==> config.mk <==
export PLATFORM = sky130hd
export DESIGN_NAME = strap_cfg_decoder
export DESIGN_NICKNAME = d
export VERILOG_FILES = /design/src/rtl/strap_cfg_pkg.sv /design/src/rtl/strap_rst_sync.sv /design/src/rtl/strap_level_decode.sv /design/src/rtl/strap_cfg_map.sv /design/src/rtl/strap_edge_detect.sv /design/src/rtl/strap_cfg_decoder.sv
export SDC_FILE = /design/constraint.sdc
export NUM_CORES = 1
export LEC_CHECK = 0
export BUFFER_PORTS_ARGS = -buffer_cell sky130_fd_sc_hd__buf_2
export CORE_MARGIN = 1.5
export CORE_UTILIZATION = 52
export DETAILED_ROUTE_END_ITERATION = 8
export PLACE_DENSITY = 0.83
export SLEW_MARGIN = 10
export SYNTH_ARGS = -nofsm -noshare
export SYNTH_HDL_FRONTEND = slang
export SYNTH_HIERARCHICAL = 1
export SYNTH_SLANG_ARGS = --single-unit
==> constraint.sdc <==
create_clock -name clk -period 1.9 [get_ports clk]
set_clock_uncertainty 0.05 [all_clocks]
set_input_delay 0 -clock clk [delete_from_list [all_inputs] [get_ports clk]]
set_output_delay 0 -clock clk [all_outputs]
set_load 0.02 [all_outputs]
==> src/rtl/strap_cfg_pkg.sv <==
package strap_cfg_pkg;
  localparam int CFG_W = 12;

  typedef struct packed {
    logic [3:0] adv;          // 11:100 full, 10:100 half, 9:10 full, 8:10 half
    logic       lnk_test_off;
    logic       duplex_full;
    logic       speed_hi;
    logic       fiber_sel;
    logic       scr_bypass;
    logic       sym_mode;
    logic       rptr_mode;
    logic       an_en;
  } cfg_t;

  // upper pair of levels gives address 1
  function automatic logic lvl_addr(input logic [1:0] code);
    return code[1];
  endfunction

  // middle levels give function 1
  function automatic logic lvl_func(input logic [1:0] code);
    return code[1] ^ code[0];
  endfunction
endpackage

==> src/rtl/strap_rst_sync.sv <==
module strap_rst_sync #(
  parameter int STAGES = 2
) (
  input  logic clk,
  input  logic rst_n,
  output logic rst_int_n
);
  logic [STAGES-1:0] chain_q;
  logic [STAGES-1:0] chain_d;

  always_comb chain_d = {chain_q[STAGES-2:0], 1'b1};

  always_ff @(posedge clk or negedge rst_n) begin
    if (!rst_n) chain_q <= '0;
    else        chain_q <= chain_d;
  end

  assign rst_int_n = chain_q[STAGES-1];
endmodule

==> src/rtl/strap_level_decode.sv <==
module strap_level_decode import strap_cfg_pkg::*; #(
  parameter int N_STRAPS = 5
) (
  input  logic [2*N_STRAPS-1:0] lvl_i,
  output logic [N_STRAPS-1:0]   addr_o,
  output logic [N_STRAPS-1:0]   func_o
);
  for (genvar g = 0; g < N_STRAPS; g++) begin : g_strap
    assign addr_o[g] = lvl_addr(lvl_i[2*g+1 -: 2]);
    assign func_o[g] = lvl_func(lvl_i[2*g+1 -: 2]);
  end
endmodule

==> src/rtl/strap_cfg_map.sv <==
module strap_cfg_map import strap_cfg_pkg::*; (
  input  logic [4:0] func_i,
  input  logic       fde_i,
  input  logic       cfg0_i,
  input  logic       cfg1_i,
  output cfg_t       cfg_o
);
  always_comb begin
    cfg_o            = '0;
    cfg_o.an_en      = func_i[0];
    cfg_o.rptr_mode  = func_i[1];
    cfg_o.sym_mode   = func_i[2];
    cfg_o.scr_bypass = func_i[3];
    if (!func_i[0]) begin
      cfg_o.fiber_sel    = func_i[4];
      cfg_o.speed_hi     = cfg0_i;
      cfg_o.duplex_full  = fde_i;
      cfg_o.lnk_test_off = cfg1_i;
    end
    case ({func_i[4], cfg1_i})
      2'b00:   cfg_o.adv = 4'b1111;
      2'b01:   cfg_o.adv = {2'b00, fde_i, 1'b1};
      2'b10:   cfg_o.adv = {fde_i, 1'b1, 2'b00};
      default: cfg_o.adv = {fde_i, 1'b1, fde_i, 1'b1};
    endcase
  end
endmodule

==> src/rtl/strap_edge_detect.sv <==
module strap_edge_detect #(
  parameter int STAGES = 2
) (
  input  logic clk,
  input  logic rst_n,
  input  logic d_i,
  output logic level_o,
  output logic rise_o,
  output logic ready_o
);
  localparam int CW = $clog2(STAGES + 2);
  localparam logic [CW-1:0] ARM_CNT = CW'(STAGES + 1);

  logic [STAGES-1:0] sync_q, sync_d;
  logic              prev_q;
  logic [CW-1:0]     cnt_q, cnt_d;

  always_comb begin
    sync_d = {sync_q[STAGES-2:0], d_i};
    cnt_d  = (cnt_q == ARM_CNT) ? cnt_q : cnt_q + 1'b1;
  end

  always_ff @(posedge clk or negedge rst_n) begin
    if (!rst_n) begin
      sync_q <= '0;
      prev_q <= 1'b0;
      cnt_q  <= '0;
    end else begin
      sync_q <= sync_d;
      prev_q <= sync_q[STAGES-1];
      cnt_q  <= cnt_d;
    end
  end

  assign level_o = sync_q[STAGES-1];
  assign ready_o = (cnt_q == ARM_CNT);
  assign rise_o  = ready_o & level_o & ~prev_q;

  assert_ready_sticky_R11: assert property (@(posedge clk) disable iff (!rst_n)
    ready_o |=> ready_o);
endmodule

==> src/rtl/strap_cfg_decoder.sv <==
module strap_cfg_decoder import strap_cfg_pkg::*; #(
  parameter int N_STRAPS    = 5,
  parameter int SYNC_STAGES = 2
) (
  input  logic                  clk,
  input  logic                  rst_n,
  input  logic [2*N_STRAPS-1:0] strap_lvl_i,
  input  logic                  fde_i,
  input  logic                  cfg0_i,
  input  logic                  cfg1_i,
  input  logic                  mgmt_lock_i,
  input  logic                  wr_en_i,
  input  logic [CFG_W-1:0]      wr_data_i,
  output logic [N_STRAPS-1:0]   phy_addr_o,
  output logic [CFG_W-1:0]      cfg_o,
  output logic                  an_restart_o
);
  logic                rst_int_n;
  logic [N_STRAPS-1:0] addr_w, func_w;
  logic                cfg0_s, cfg0_rise, sync_ready;
  cfg_t                dec_cfg;

  cfg_t                cfg_q, cfg_d;
  logic [N_STRAPS-1:0] addr_q;
  logic                init_done_q, init_done_d;
  logic                restart_q, restart_d;
  logic                pin_load, cfg_en;

  strap_rst_sync #(.STAGES(SYNC_STAGES)) u_rst (
    .clk(clk), .rst_n(rst_n), .rst_int_n(rst_int_n));

  strap_level_decode #(.N_STRAPS(N_STRAPS)) u_lvl (
    .lvl_i(strap_lvl_i), .addr_o(addr_w), .func_o(func_w));

  strap_edge_detect #(.STAGES(SYNC_STAGES)) u_edge (
    .clk(clk), .rst_n(rst_int_n), .d_i(cfg0_i),
    .level_o(cfg0_s), .rise_o(cfg0_rise), .ready_o(sync_ready));

  strap_cfg_map u_map (
    .func_i(func_w[4:0]), .fde_i(fde_i), .cfg0_i(cfg0_s),
    .cfg1_i(cfg1_i), .cfg_o(dec_cfg));

  // next state
  always_comb begin
    pin_load    = sync_ready && (!init_done_q || mgmt_lock_i);
    cfg_en      = pin_load || (init_done_q && wr_en_i);
    cfg_d       = pin_load ? dec_cfg : cfg_t'(wr_data_i);
    init_done_d = init_done_q | sync_ready;
    restart_d   = cfg0_rise & cfg_q.an_en & init_done_q;
  end

  // registers
  always_ff @(posedge clk or negedge rst_int_n) begin
    if (!rst_int_n) begin
      cfg_q       <= '0;
      addr_q      <= '0;
      init_done_q <= 1'b0;
      restart_q   <= 1'b0;
    end else begin
      if (cfg_en)   cfg_q  <= cfg_d;
      if (pin_load) addr_q <= addr_w;
      init_done_q <= init_done_d;
      restart_q   <= restart_d;
    end
  end

  assign phy_addr_o   = addr_q;
  assign cfg_o        = cfg_q;
  assign an_restart_o = restart_q;

  assert_hold_unlocked_R8: assert property (@(posedge clk) disable iff (!rst_int_n)
    (init_done_q && !mgmt_lock_i && !wr_en_i) |=> $stable(cfg_q));

  assert_addr_kept_R9: assert property (@(posedge clk) disable iff (!rst_int_n)
    (init_done_q && !mgmt_lock_i) |=> $stable(addr_q));

  assert_half_advertised_R4: assert property (@(posedge clk) disable iff (!rst_int_n)
    (init_done_q && mgmt_lock_i && $past(mgmt_lock_i) && $past(init_done_q))
      |-> (cfg_q.adv[0] | cfg_q.adv[2]));

  assert_pulse_single_R11: assert property (@(posedge clk) disable iff (!rst_int_n)
    restart_q |=> !restart_q);

  assert_pulse_needs_an_R11: assert property (@(posedge clk) disable iff (!rst_int_n)
    restart_q |-> $past(cfg_q.an_en));
endmodule

==> results of run 1 <==
==> flip-flops by register name, summed over array words and instances (netlist names) <==
name,count
u_edge/prev_q,1
init_done_q,1
cfg_o,12
u_rst/chain_q,2
an_restart_o,1
u_edge/sync_q,2
phy_addr_o,5
u_edge/cnt_q,2
==> worst max-delay path, cell delays in order, from the launching register on <==
cell	delay (ns)
dfrtp_1	0.41
inv_1	0.09
o21ai_4	0.53
mux2_2	0.41
==> power breakdown <==
group          switching [W]  internal (W)
clock               0.000147     0.0000740
sequential         0.0000308      0.000602
combinational       0.000146      0.000172
total               0.000324      0.000849
==> routing by layer <==
| layer | up-vias | share of wire | wire length, um |
|---|---|---|---|
| met5 | - | 0 | 0 |
| met4 | 0 | 0.017 | 43 |
| met3 | 4 | 0.034 | 88 |
| met2 | 25 | 0.59 | 1511 |
| met1 | 419 | 0.36 | 930 |
| li1 | 412 | - | - |
==> cells in the mapped netlist <==
cell type / instances
dfrtp_1: 26
mux2_4: 18
mux2_2: 12
buf_4: 9
xor2_1: 5
nor2b_1: 3
nand2_1: 2
nand2b_1: 2
o21ai_0: 2
and3_2: 1
and3b_2: 1
buf_6: 1
buf_8: 1
conb_1: 1
ha_1: 1
inv_1: 1
nand2_2: 1
nor2b_2: 1
o21ai_4: 1
or2_2: 1
xnor2_1: 1
==> worst paths after layout <==
| kind | to | cells after the start | from |
|---|---|---|---|
| max in group asynchronous | cfg_o[0] | 1 | u_rst/chain_q[1] |
| min reg2reg | cfg_o[2] | 0 | u_rst/chain_q[1] |
| max reg2reg | phy_addr_o[2] | 3 | init_done_q |
| min | cfg_o[11] | 3 | wr_data_i[11] |
| max | phy_addr_o[2] | 3 | init_done_q |
| min in group asynchronous | cfg_o[2] | 0 | u_rst/chain_q[1] |
==> logic make-up after synthesis <==
logic type / after synthesis / share of synthesized area
other cells: 1 / 0.002827
xor+xnor: 6 / 0.03962
flops: 26 / 0.4906
mux: 30 / 0.3057
fa+ha+maj: 1 / 0.009432
simple gates: 12 / 0.05850
compound gates: 3 / 0.01981
buf+inv: 12 / 0.07357
==> layout make-up <==
type	instances	area [um2]	share of cell area
timing repair buffer	62	387.9	0.2308
clock buffer	3	22.52	0.01340
multi-input combinational	53	578.1	0.3440
inverter	1	3.754	0.002234
tap	30	37.54	0.02234
sequential	26	650.6	0.3872
==> stage by stage <==
stage | cells | power, W | cell area [um2]
floorplan | 91 | 0.0008563 | 1326
finish | 175 | 0.001173 | 1680
detailed placement | 157 | 0.0009403 | 1508
global placement | 157 | 0.0009254 | 1508
CTS | 173 | 0.001180 | 1660
global route | 175 | 0.001228 | 1680
==> impl_metrics.yaml, run 1 <==
global_route:
  antenna_found_initial: 0
  grt.met2_usage: 0.3663
  met3_usage: 0.03672
  top_usage_layer: "met2"
  grt_overflow: 0
  met1_usage: 0.1971
  grtUsageTotal: 0.1923
  grt_max_degree: 18
  grt_pass1_vias: 867
  grt_pass1_wl_um: 3801
cells_and_area:
  fin_util: 0.6845
  layout_commonest_cell: "buf_2"
  fill_cells: 185
  nets: 177
  mostFrequentLayoutCells: "buf_2, dfrtp_1, mux2_4"
  layout-drive-gt1-share: 0.5931
  area_growth_pct: 26.70
  antenna-diode-count: 0
timing:
  fmax_ghz: 0.6301
  whs_ns: 0.003970
  finalCritPeriodShare: 0.8352
  period_needed_ns: 1.587
  setup_viol: 0
  tightest_slew_ns: 0.6216
  rsz0062_at_grt: "false"
  setup_ws_ns: 0.3131
  maxSlewHeadroom: 0.5840
  slew_violations: 0
  hold_viol: 0
  setup_tns_ns: 0
setup_path:
  worstSetupEndpointType: "flop"
  cp.arrival_ns: 1.74
  regToRegSetupSlack_ns: 0.31
  crit_type: "reg2reg"
  worstPathRequired_ns: 2.06
  critPathLaunchType: "flop"
  crit_fanout: 17
min_path:
  hp-class: "in2reg"
floorplan:
  fp.dieArea_um2: 2862
  core_um2: 2455
  io_pins: 47
  fp-row-count: 18
  die_h_um: 53.50
  die_x_um: 53.50
  start_util: 0.5403
power_and_ir_drop:
  vdd_ir_drop_max_uv: 593.8
  leakage_nw: 0.8477
  power_density_nw_per_um2: 697.8
clocking:
  cts_made_buffers: 3
  path_clk_slew_ns: 0.13
  htree_levels: 1
  cts_resized: 0
  cts.sinks: 26
  cts_buffer_depth: 2
  insertion_delay_ns: 0.30
  cts_setup_buffers: 0
  ctsHoldBuffers: 13
  cts_root_buf: "clkbuf_4"
  cts_tree: "built"
yosys:
  synth_seq_cells: 26
  seq_area_frac_synth: 0.4906
  yosys-top-cells-area: "dfrtp_1, mux2_4, mux2_2"
  synth_area_per_cell_um2: 14.57
  synthDistinctLibCells: 21
  syn-cell-area_um2: 1326
  syn_nets: 121
  ys_warn_count: 6
  synth_area_leader_cell: "dfrtp_1"
  synth_top_area_frac: 0.4906
  syn_inst: 91
place:
  place_ws_ns: 0.3165
  gp_congestion: 0.7006
  numPortBuffers: 46
  dp_hpwl_um: 1863
route:
  drcViolationCount: 0
  wire_per_inst_um: 14.71
  drtPass1Iterations: 3
  ant_nets: 0
  initialDrtViolationCount: 7
  vias: 860
  routed_wl_um: 2574
  viasPerCell: 4.914
run:
  max-cap-violations: 0
run_status:
  status: "finished, final reports clean"
Power figures use the tool's default switching activity.
==> run 2, diff against run 1 <==
--- a/config.mk
+++ b/config.mk
@@ -7,9 +7,9 @@
 export LEC_CHECK = 0
 export BUFFER_PORTS_ARGS = -buffer_cell sky130_fd_sc_hd__buf_2
 export CORE_MARGIN = 1.5
-export CORE_UTILIZATION = 52
+export CORE_UTILIZATION = 44
 export DETAILED_ROUTE_END_ITERATION = 8
-export PLACE_DENSITY = 0.83
+export PLACE_DENSITY = 0.75
 export SLEW_MARGIN = 10
 export SYNTH_ARGS = -nofsm -noshare
 export SYNTH_HDL_FRONTEND = slang
==> constraint.sdc (replaced) <==
create_clock -name clk -period 1.35 [get_ports clk]
set_clock_uncertainty 0.05 [all_clocks]
set_input_delay 0 -clock clk [delete_from_list [all_inputs] [get_ports clk]]
set_output_delay 0 -clock clk [all_outputs]
set_load 0.02 [all_outputs]
==> run 2 against run 1 <==
Net effect:
- the flow now finishes with violations (setup timing)
- sequential share of layout area down 5.8 points
- maximum frequency grew 10%
- sequential power increased by 40%
- worst setup slack worse by 0.40 ns
- non-clock buffer count up 19
- largest power group unchanged
==> impl_metrics.yaml, run 2 (synthesis results as in run 1) <==
run:
  max-cap-violations: 0
route:
  viasPerCell: 4.781
  drtPass1Iterations: 6
  routed_wl_um: 3121
  ant_nets: 0
  vias: 937
  drcViolationCount: 0
  wire_per_inst_um: 15.92
  initialDrtViolationCount: 20
setup_path:
  cp.arrival_ns: 1.62
  crit_type: "reg2reg"
  worstPathRequired_ns: 1.53
  cpPeakStageDelay_ns: 0.46
  cp_slowest_cell: "dfrtp_2"
  crit_top_cell: "mux2_4"
  cp_top_family: "multiplexers"
  crit_fanout: 5
  cp.buffers_inverters: 1
  path_cells: "nand2_4 -> clkbuf_16 -> mux2_4 -> mux2_4"
  critPathLaunchType: "flop"
  worstSetupEndpointType: "flop"
floorplan:
  core_um2: 2805
  io_pins: 47
  fp-row-count: 19
  fp.dieArea_um2: 3352
  die_x_um: 57.90
  die_h_um: 57.90
  start_util: 0.4728
place:
  gp_congestion: 0.7361
  numPortBuffers: 46
  dpl.cell_count: 160
  place_ws_ns: -0.2268
  dpl_cell_area_um2: 1549
  dp_hpwl_um: 1733
global_route:
  grt_pass1_wl_um: 4581
  grt_max_degree: 25
  antenna_found_initial: 0
  grt_overflow: 0
  grt_pass1_vias: 989
  grtUsageTotal: 0.1838
cells_and_area:
  layout_commonest_cell: "buf_2"
  area_growth_pct: 49.43
  design_area_um2: 1982
  largest_register_ff_count: 12
  finalNonFillerCells: 196
  mostFrequentLayoutCells: "buf_2, dfrtp_1, dlygate4sd3_1"
  fill_cells: 205
  layout-drive-gt1-share: 0.6000
  antenna-diode-count: 0
  nets: 196
timing:
  slew_violations: 0
  hold_viol: 0
  period_needed_ns: 1.439
  setup_viol: 17
  setup_ws_ns: -0.08934
  fmax_ghz: 0.6948
  rsz0062_at_grt: "true"
  finalCritPeriodShare: 1.066
  setup_tns_ns: -1.001
power_and_ir_drop:
  power_density_nw_per_um2: 920.5
  vdd_ir_drop_max_uv: 664.2
  leakage_nw: 0.9957
clocking:
  path_clk_slew_ns: 0.14
  htree_levels: 1
  cts_tree: "built"
  insertion_delay_ns: 0.32
  cts.sinks: 26
  cts_buffer_depth: 2
  cts_made_buffers: 3
  cts_root_buf: "clkbuf_4"
min_path:
  hp-class: "in2reg"
run_status:
  violations: "setup timing"
  status: "finished with violations"
==> run 2: cell types whose count changed in the layout (fill, tap and decap cells not counted), sizes merged <==
cell / delta
dlygate4sd3: +10
buf: +6
clkbuf: +4
==> run 2: worst min-delay path, stage by stage <==
cell and delay [ns]:
buf_2 0.09, xor2_1 0.13, nand2b_1 0.08, mux2_4 0.13
==> run 2: metrics by stage <==
step | util | total power, W | hold WS (ns)
after global routing | 0.7065 | 0.001921 | 0.1184
after global placement | 0.5522 | 0.001311 | -0.2658
final | 0.7065 | 0.001824 | 0.08908
after floorplan | - | 0.001207 | -0.3456
after CTS | 0.6847 | 0.001815 | 0.06418
after detailed placement | 0.5522 | 0.001326 | -0.2606
==> run 2: per-layer routing <==
layer | part of all wire | track usage
met1 | 0.39 | 0.2151
met2 | 0.54 | 0.3360
met3 | 0.039 | 0.02232
met4 | 0.028 | 0.07973
met5 | 0 | 0
==> run 2: layout make-up <==
type / instances / area [um2] / area share
clock buffers: 4 / 36.28 / 0.01831
inverters: 1 / 3.754 / 0.001894
multi-input cells: 53 / 618.1 / 0.3119
flip-flops and latches: 26 / 651.9 / 0.3289
well taps: 31 / 38.79 / 0.01957
repair buffers: 81 / 633.1 / 0.3194
==> run 2: report_power, final <==
part	internal (W)	switching (W)
registers	0.000848	0.0000391
clock network	0.000165	0.000233
logic	0.000308	0.000231
==> run 2: repair_timing <==
| item | 4_1_cts | 5_1_grt |
|---|---|---|
| setup buffers | 4 | 0 |
| setup endpoints to repair | 17 | 17 |
| gates resized for setup | 5 | 6 |
| cloned | 1 | 2 |
| hold endpoints to repair | 20 | 0 |
| pin swaps | 3 | 2 |
| hold buffers | 25 | 0 |
==> run 2: worst paths after layout <==
kind,startpoint,endpoint,slack [ns],cells after the start
min in group asynchronous,u_rst/chain_q[1],u_edge/sync_q[0],0.18,1
worst min-delay path,strap_lvl_i[8],cfg_o[8],0.09,4
worst max register to register,init_done_q,cfg_o[2],-0.09,4
max in group asynchronous,rst_n,u_rst/chain_q[1],0.64,3
worst max-delay path,init_done_q,cfg_o[2],-0.09,4
worst min register to register,u_rst/chain_q[1],u_edge/sync_q[0],0.18,1
==> run 3, diff against run 2 <==
--- a/config.mk
+++ b/config.mk
@@ -10,6 +10,7 @@
 export CORE_UTILIZATION = 44
 export DETAILED_ROUTE_END_ITERATION = 8
 export PLACE_DENSITY = 0.75
+export RECOVER_POWER = 25
 export SLEW_MARGIN = 10
 export SYNTH_ARGS = -nofsm -noshare
 export SYNTH_HDL_FRONTEND = slang
==> run 3 against run 2 <==
Net effect:
- the run still ends with setup timing left
- flip-flop and latch count stayed put
- core utilization is 0.089 points lower
- sequential power about the same
- first-iteration DRC count unchanged
- final cell count unchanged
- sequential share of layout area about the same
- combinational power is essentially flat
- worst setup slack about the same
- via count is the same
- register-to-register slack hardly changed
- largest cell class unchanged
==> impl_metrics.yaml, run 3 (synthesis results as in run 1) <==
power_and_ir_drop:
  vdd_ir_drop_max_uv: 664.1
  power_frac_comb: 0.295
  intPower_w: 0.001320
  switching_share: 0.2761
  seqPwrFrac: 0.487
  switchingPower_w: 0.0005034
  power_density_nw_per_um2: 921.1
  leakage_nw: 0.9951
  pwr-share-clk: 0.219
cells_and_area:
  nets: 196
  largest_register_ff_count: 12
  layout_commonest_cell: "buf_2"
  layout-drive-gt1-share: 0.6000
  design_area_um2: 1979
  mostFrequentLayoutCells: "buf_2, dfrtp_1, dlygate4sd3_1"
  antenna-diode-count: 0
  area_growth_pct: 49.25
clocking:
  cts_made_buffers: 3
  htree_levels: 1
  cts_buffer_depth: 2
  insertion_delay_ns: 0.32
  cts_root_buf: "clkbuf_4"
  cts_tree: "built"
  path_clk_slew_ns: 0.14
  cts.sinks: 26
timing:
  setup_ws_ns: -0.08936
  maxSlewHeadroom: 0.5985
  setup_viol: 17
  fmax_ghz: 0.6948
  finalCritPeriodShare: 1.066
  tightest_slew_ns: 0.6023
  rsz0062_at_grt: "true"
  slew_violations: 0
  setup_tns_ns: -1.001
  period_needed_ns: 1.439
  hold_viol: 0
  whs_ns: 0.08908
setup_path:
  critPathLaunchType: "flop"
  crit_fanout: 5
  worstPathRequired_ns: 1.53
  crit_type: "reg2reg"
  worstSetupEndpointType: "flop"
  cp.arrival_ns: 1.62
route:
  wire_per_inst_um: 15.92
  viasPerCell: 4.781
  routed_wl_um: 3121
  drcViolationCount: 0
  vias: 937
  ant_nets: 0
  initialDrtViolationCount: 20
  drtPass1Iterations: 6
run_status:
  violations: "setup timing"
  status: "finished with violations"
floorplan:
  fp-row-count: 19
  start_util: 0.4728
  io_pins: 47
  fp.dieArea_um2: 3352
  core_um2: 2805
  die_h_um: 57.90
  die_x_um: 57.90
global_route:
  antenna_found_initial: 0
  grt_max_degree: 25
  grt_pass1_wl_um: 4581
  grt_overflow: 0
  grtUsageTotal: 0.1838
  grt_pass1_vias: 989
place:
  gp_congestion: 0.7361
  place_ws_ns: -0.2268
  numPortBuffers: 46
  dpl_cell_area_um2: 1549
  dp_hpwl_um: 1733
min_path:
  hp-class: "in2reg"
run:
  max-cap-violations: 0
==> run 3: cell type report <==
| cell class | count | area, um2 |
|---|---|---|
| Fill cell | 206 | 825.8 |
| Sequential cell | 26 | 651.9 |
| Timing Repair Buffer | 81 | 630.6 |
| Multi-Input combinational cell | 53 | 618.1 |
| Tap cell | 31 | 38.79 |
| Clock buffer | 4 | 36.28 |
| Inverter | 1 | 3.754 |
==> run 3: metal layers <==
metal | share of wire | vias to the layer above | global-route usage
met3 | 0.039 | 9 | 0.02232
met1 | 0.39 | 452 | 0.2151
met2 | 0.54 | 30 | 0.3360
met5 | 0 | - | 0
li1 | - | 446 | -
met4 | 0.028 | 0 | 0.07973
==> run 3: stage by stage <==
step | utilization | power, W | std cells
2_1_floorplan | - | 0.001207 | 91
3_3_place_gp | 0.5522 | 0.001311 | 160
3_5_place_dp | 0.5522 | 0.001326 | 160
4_1_cts | 0.6847 | 0.001815 | 194
5_1_grt | 0.7056 | 0.001920 | 196
6_report | 0.7056 | 0.001823 | 196
==> run 3: worst paths after layout <==
path	cells after the start	endpoint	slack, ns	startpoint
worst max-delay path	4	cfg_o[2]	-0.09	init_done_q
min in group asynchronous	1	u_edge/sync_q[0]	0.28	u_rst/chain_q[1]
worst max register to register	4	cfg_o[2]	-0.09	init_done_q
max in group asynchronous	1	init_done_q	0.54	u_rst/chain_q[1]
worst min-delay path	4	cfg_o[8]	0.09	strap_lvl_i[8]
worst min register to register	1	u_edge/sync_q[0]	0.28	u_rst/chain_q[1]
==> run 3: worst max-delay path, stage by stage, from the launching register on <==
cell	delay, ns
dfrtp_2	0.46
nand2_4	0.11
clkbuf_16	0.16
mux2_4	0.30
mux2_4	0.26
==> run 3: power groups by stage <==
stage	clock (W)	combinational (W)	sequential [W]
2_1_floorplan	0	0.000222	0.000984
3_3_place_gp	0	0.000418	0.000893
3_5_place_dp	0	0.000426	0.000900
4_1_cts	0.000416	0.000515	0.000885
5_1_grt	0.000452	0.000573	0.000895
6_report	0.000398	0.000538	0.000887
==> run 3: repair_timing <==
| item | 4_1_cts | 5_1_grt |
|---|---|---|
| hold endpoints to repair | 20 | 0 |
| gates cloned | 1 | 2 |
| setup buffers | 4 | 0 |
| hold buffers | 25 | 0 |
| endpoints found under the setup margin | 17 | 17 |
| pin swaps | 3 | 2 |
| resized for setup | 5 | 6 |
